--- src/rtl/phy_irq_pkg.sv ---
package phy_irq_pkg;
  localparam int ADDR_W = 5;
  localparam int DATA_W = 16;
  localparam logic [ADDR_W-1:0] A_STAT  = 5'd1;
  localparam logic [ADDR_W-1:0] A_MODE  = 5'd17;
  localparam logic [ADDR_W-1:0] A_FLAGS = 5'd29;
  localparam logic [ADDR_W-1:0] A_MASK  = 5'd30;
  localparam logic [ADDR_W-1:0] A_SPCS  = 5'd31;
  localparam int MODE_BIT   = 6;
  localparam int DONE_BIT   = 5;
  localparam int SPCS_DONE  = 12;
  localparam int SPCS_ENC   = 6;
  localparam int SPCS_SCR   = 0;
  localparam int SPCS_SPD_L = 2;
endpackage

--- src/rtl/phy_irq_latch.sv ---
module phy_irq_latch #(
  parameter int W = 7
) (
  input  logic         clk,
  input  logic         rst_n,
  input  logic [W-1:0] set_i,
  input  logic         clr_i,
  output logic [W-1:0] q_o
);
  for (genvar k = 0; k < W; k++) begin : g_bit
    always_ff @(posedge clk) begin
      if (!rst_n)     q_o[k] <= 1'b0;
      else if (clr_i) q_o[k] <= set_i[k];
      else            q_o[k] <= q_o[k] | set_i[k];
    end
  end
endmodule

--- src/rtl/phy_irq_ctrl.sv ---
module phy_irq_ctrl
  import phy_irq_pkg::*;
#(
  parameter int NUM_SRC = 7
) (
  input  logic              clk,
  input  logic              rst_n,
  input  logic              wr_en,
  input  logic [ADDR_W-1:0] addr,
  input  logic [DATA_W-1:0] wdata,
  output logic [NUM_SRC:1]  mask_o,
  output logic              alt_mode_o,
  output logic              enc_en_o,
  output logic              scr_dis_o
);
  logic unused_wdata;
  assign unused_wdata = ^{wdata[DATA_W-1:NUM_SRC+1]};

  always_ff @(posedge clk) begin
    if (!rst_n) begin
      mask_o     <= '0;
      alt_mode_o <= 1'b0;
      enc_en_o   <= 1'b1;
      scr_dis_o  <= 1'b0;
    end else if (wr_en) begin
      case (addr)
        A_MASK: mask_o     <= wdata[NUM_SRC:1];
        A_MODE: alt_mode_o <= wdata[MODE_BIT];
        A_SPCS: begin
          enc_en_o  <= wdata[SPCS_ENC];
          scr_dis_o <= wdata[SPCS_SCR];
        end
        default: ;
      endcase
    end
  end
endmodule

--- src/rtl/phy_irq_rdmux.sv ---
module phy_irq_rdmux
  import phy_irq_pkg::*;
#(
  parameter int NUM_SRC = 7
) (
  input  logic              rd_en,
  input  logic [ADDR_W-1:0] addr,
  input  logic [NUM_SRC:1]  flags,
  input  logic [NUM_SRC:1]  mask,
  input  logic              alt_mode,
  input  logic              done,
  input  logic [2:0]        spd,
  input  logic              enc_en,
  input  logic              scr_dis,
  output logic [DATA_W-1:0] rdata
);
  always_comb begin
    rdata = '0;
    if (rd_en) begin
      case (addr)
        A_STAT:  rdata[DONE_BIT] = done;
        A_MODE:  rdata[MODE_BIT] = alt_mode;
        A_FLAGS: rdata[NUM_SRC:1] = flags;
        A_MASK:  rdata[NUM_SRC:1] = mask;
        A_SPCS: begin
          rdata[SPCS_DONE]                 = done;
          rdata[SPCS_ENC]                  = enc_en;
          rdata[SPCS_SPD_L+2:SPCS_SPD_L]   = spd;
          rdata[SPCS_SCR]                  = scr_dis;
        end
        default: ;
      endcase
    end
  end
endmodule

--- src/rtl/phy_irq_unit.sv ---
module phy_irq_unit
  import phy_irq_pkg::*;
#(
  parameter int NUM_SRC = 7
) (
  input  logic              clk,
  input  logic              rst_n,
  input  logic [NUM_SRC:1]  evt_pulse,
  input  logic [NUM_SRC:1]  src_lvl,
  input  logic              an_done,
  input  logic [2:0]        spd_dpx,
  input  logic [ADDR_W-1:0] reg_addr,
  input  logic              rd_en,
  input  logic              wr_en,
  input  logic [DATA_W-1:0] wr_data,
  output logic [DATA_W-1:0] rd_data,
  output logic              irq_n,
  output logic              enc_en,
  output logic              scr_dis
);
  logic [NUM_SRC:1] flag_q;
  logic [NUM_SRC:1] mask_q;
  logic             alt_mode_q;
  logic             done_q;
  logic             flag_rd;
  logic             stat_rd;
  logic             prim_req;
  logic             alt_req;

  assign flag_rd = rd_en && (reg_addr == A_FLAGS);
  assign stat_rd = rd_en && (reg_addr == A_STAT);

  phy_irq_latch #(.W(NUM_SRC)) u_flags (
    .clk(clk), .rst_n(rst_n), .set_i(evt_pulse), .clr_i(flag_rd), .q_o(flag_q)
  );

  phy_irq_latch #(.W(1)) u_done (
    .clk(clk), .rst_n(rst_n), .set_i(an_done), .clr_i(stat_rd), .q_o(done_q)
  );

  phy_irq_ctrl #(.NUM_SRC(NUM_SRC)) u_ctrl (
    .clk(clk), .rst_n(rst_n), .wr_en(wr_en), .addr(reg_addr), .wdata(wr_data),
    .mask_o(mask_q), .alt_mode_o(alt_mode_q), .enc_en_o(enc_en), .scr_dis_o(scr_dis)
  );

  phy_irq_rdmux #(.NUM_SRC(NUM_SRC)) u_rdmux (
    .rd_en(rd_en), .addr(reg_addr), .flags(flag_q), .mask(mask_q),
    .alt_mode(alt_mode_q), .done(done_q), .spd(spd_dpx), .enc_en(enc_en),
    .scr_dis(scr_dis), .rdata(rd_data)
  );

  assign prim_req = |(flag_q & mask_q);
  assign alt_req  = |(src_lvl & mask_q);
  assign irq_n    = ~(alt_mode_q ? alt_req : prim_req);
endmodule

--- config.mk ---
export PLATFORM = sky130hd
export DESIGN_NAME = phy_irq_unit
export DESIGN_NICKNAME = d
export VERILOG_FILES = /design/src/rtl/phy_irq_pkg.sv /design/src/rtl/phy_irq_latch.sv /design/src/rtl/phy_irq_ctrl.sv /design/src/rtl/phy_irq_rdmux.sv /design/src/rtl/phy_irq_unit.sv
export SDC_FILE = /design/constraint.sdc
export NUM_CORES = 1
export LEC_CHECK = 0
export BUFFER_PORTS_ARGS = -buffer_cell sky130_fd_sc_hd__buf_2
export CORE_ASPECT_RATIO = 0.8
export CORE_MARGIN = 1
export CORE_UTILIZATION = 39
export CTS_CLUSTER_DIAMETER = 50
export DETAILED_ROUTE_END_ITERATION = 16
export GPL_ROUTABILITY_DRIVEN = 0
export PLACE_DENSITY = 0.75
export SYNTH_ARGS = -nofsm -noshare
export SYNTH_HDL_FRONTEND = slang
export SYNTH_SLANG_ARGS = --single-unit
--- constraint.sdc ---
create_clock -name clk -period 1.1 [get_ports clk]
set_clock_uncertainty 0.1 [all_clocks]
set_input_delay 0 -clock clk [delete_from_list [all_inputs] [get_ports clk]]
set_output_delay 0 -clock clk [all_outputs]
set_load 0.01 [all_outputs]
==> out/metrics.yaml <==
cellLeakagePower_nw: 0.768
yosysTopAreaCell: "dfxtp_1"
intPower_mw: 1.08
max_freq_ghz: 0.681
drive_gt1_frac: 0.509
cts_sinks: 18
syn_avg_cell_area_um2: 8.14
post-route-util: 0.698
cp-start-kind: "register"
syn2layout_area_growth_pct: 63.8
viasPerCell: 5.01
crit_family: "flip-flops"
grt_max_degree: 20
netSwitchingFraction: 0.260
nets: 260
h-tree-depth: 1
antenna_left: 0
slew_viol_final: 0
seq_area_frac_synth: 0.335
end_kind: "output pin"
synth_edf_count: 0
clk_pin_slew_worst_paths_ps: 110
fp.dieH_um: 49.0
pwr-share-clk: 0.281
crit_cells: 5
grt_usage: 0.234
sequentialPowerShare: 0.481
core_um2: 2520
status: "finished, violations left"
ys_ff_latch: 18
drv_cap: 0
critPathSlowestCell: "dfxtp_2"
drt-initial-drc-count: 44
clock_latency_ps: 280
max_stage_delay_ps: 340
drc: 0
r2r_start: "u_flags.q_o[2]"
antenna_found_initial: 0
ys_types: 30
first_global_vias: 1153
grt-ovfl-total: 0
vdd_drop_max_mv: 0.674
cellPowerDensity_nw_per_um2: 829
comb_power_share: 0.238
arrival_ps: 1370
fillers: 205
async_flop_share: 0
drt-pass1-iter-count: 4
cp.required_ps: 1000
finalHoldViolations: 0
clockBufferDepth: 2
top_level_ports: 62
p_total_mw: 1.46
postLayoutSetupSlackWorst_ps: -369
row_count: 16
startpoint: "u_flags.q_o[5]"
hp-class: "in2reg"
regToRegSetupSlack_ps: 150
synth_most_common_cell: "dfxtp_1"
place_area_um2: 1430
rsz0062_at_grt: "yes"
dieArea_um2: 2970
root_buffer: "clkbuf_4"
path_max_fanout: 2
synth_area_leaders: "dfxtp_1 (34%), nor2b_1 (7.0%), nand3_1 (6.5%), a22oi_1 (6.3%), a21oi_2 (5.7%)"
routedWlPerCell_um: 13.3
setup_tns_ps: -1690
ys.flop_type: "dfxtp_1"
fin_crit_ps: 1470
numPortBuffers: 46
netlist_top_cells_count: "dfxtp_1 (18), nand3_1 (14), nand2_1 (12), nor2b_1 (12)"
numCtsBuffers: 3
crit_type: "reg2out"
grt_pass1_wl_mm: 5.11
final_cell_area_um2: 1760
die_w_um: 60.7
start_util: 0.426
cts_tree: "built"
syn_area_um2: 1070
whs_ps: 30.3
synth.top_cell.area_share: 0.335
switchingPower_mw: 0.380
failed_checks: "negative setup slack"
placedCellCount: 226
r2r_end: "u_flags.q_o[2]"
layout.cells.non_filler: 252
crit_buf_inv: 1
antenna_cells: 0
reg2regPathDepth: 4
crit_chain: "mux2_2 > a22oi_2 > o21ai_1 > and4_1 > buf_2"
dp_slack_ps: -192
route.vias.total: 1263
post-route-period-util: 1.34
ys_warn_count: 0
worstSetupEndpoint: "rd_data[6]"
syn_inst: 132
routed_wl_mm: 3.34
setup_viol_count_final: 8
hpwl_mm: 2.46
-- state kept, by name, indices dropped and copies added (netlist names) --
signal	flops
u_ctrl.alt_mode_o	1
u_ctrl.enc_en_o	1
u_ctrl.mask_o	7
u_ctrl.scr_dis_o	1
u_done.q_o	1
u_flags.q_o	7
-- area by class of cell --
type / count / area, um2 / share of cell area
well taps: 36 / 45.0 / 0.0256
flip-flops and latches: 18 / 377 / 0.214
repair buffers: 89 / 608 / 0.345
inverters: 1 / 3.75 / 0.00213
multi-input cells: 104 / 691 / 0.392
clock buffers: 4 / 36.3 / 0.0206
-- layout by cell type, fill, tap and decap left out, drive strengths merged, types with 4 or more instances in the layout --
cell type	n
conb	7
nand2	12
clkbuf	5
nor2b	12
buf	70
a21oi	9
o21ai	11
mux2	4
a22oi	9
dfxtp	18
nor2	9
nand3	14
dlygate4sd3	18
-- power groups by stage --
stage / sequential (mW) / clock [mW] / combinational [mW]
CTS: 0.701 / 0.421 / 0.329
global placement: 0.710 / 0 / 0.248
global route: 0.706 / 0.467 / 0.376
floorplan: 0.707 / 0 / 0.134
detailed placement: 0.712 / 0 / 0.257
finish: 0.702 / 0.410 / 0.348
-- worst register-to-register path: stages, from the launching register on --
cell and delay [ps]:
dfxtp_2 350, buf_4 130, buf_4 130, a21oi_2 100, nor2b_1 50
-- cell families after synthesis --
kind of cell / after synthesis / synth area share
DFF: 18 / 0.335
AOI/OAI and AO/OA: 35 / 0.227
and+or+nand+nor: 57 / 0.290
other: 1 / 0.00349
buffers and inverters: 16 / 0.0931
muxes: 5 / 0.0512
-- worst min-delay path by stage --
| stage | from | to | slack [ps] | cells past startpoint |
|---|---|---|---|---|
| after floorplan | rd_en | u_done.q_o | 0.8 | 1 |
| after global placement | wr_data[2] | u_ctrl.mask_o[2] | 120 | 3 |
| after detailed placement | wr_data[2] | u_ctrl.mask_o[2] | 130 | 3 |
| after CTS | wr_en | u_ctrl.alt_mode_o | 20 | 4 |
| after global routing | wr_en | u_ctrl.alt_mode_o | 40 | 4 |
| final | wr_en | u_ctrl.alt_mode_o | 30 | 4 |
-- metal layers --
metal,vias up,global-route usage,routed length [um]
li1,629,-,-
met1,574,0.317,1520
met2,56,0.385,1570
met3,4,0.0504,217
met4,0,0.0341,32
met5,-,0,0
-- what timing repair did --
item / CTS / global route
setup buffers: 3 / 1
gates cloned: 0 / 0
setup endpoints to repair: 8 / 17
hold endpoints to repair: 18 / 0
resized for setup: 21 / 6
pin swaps: 4 / 2
hold buffers: 18 / 0
Note: power is estimated with default switching activity, not from simulation.
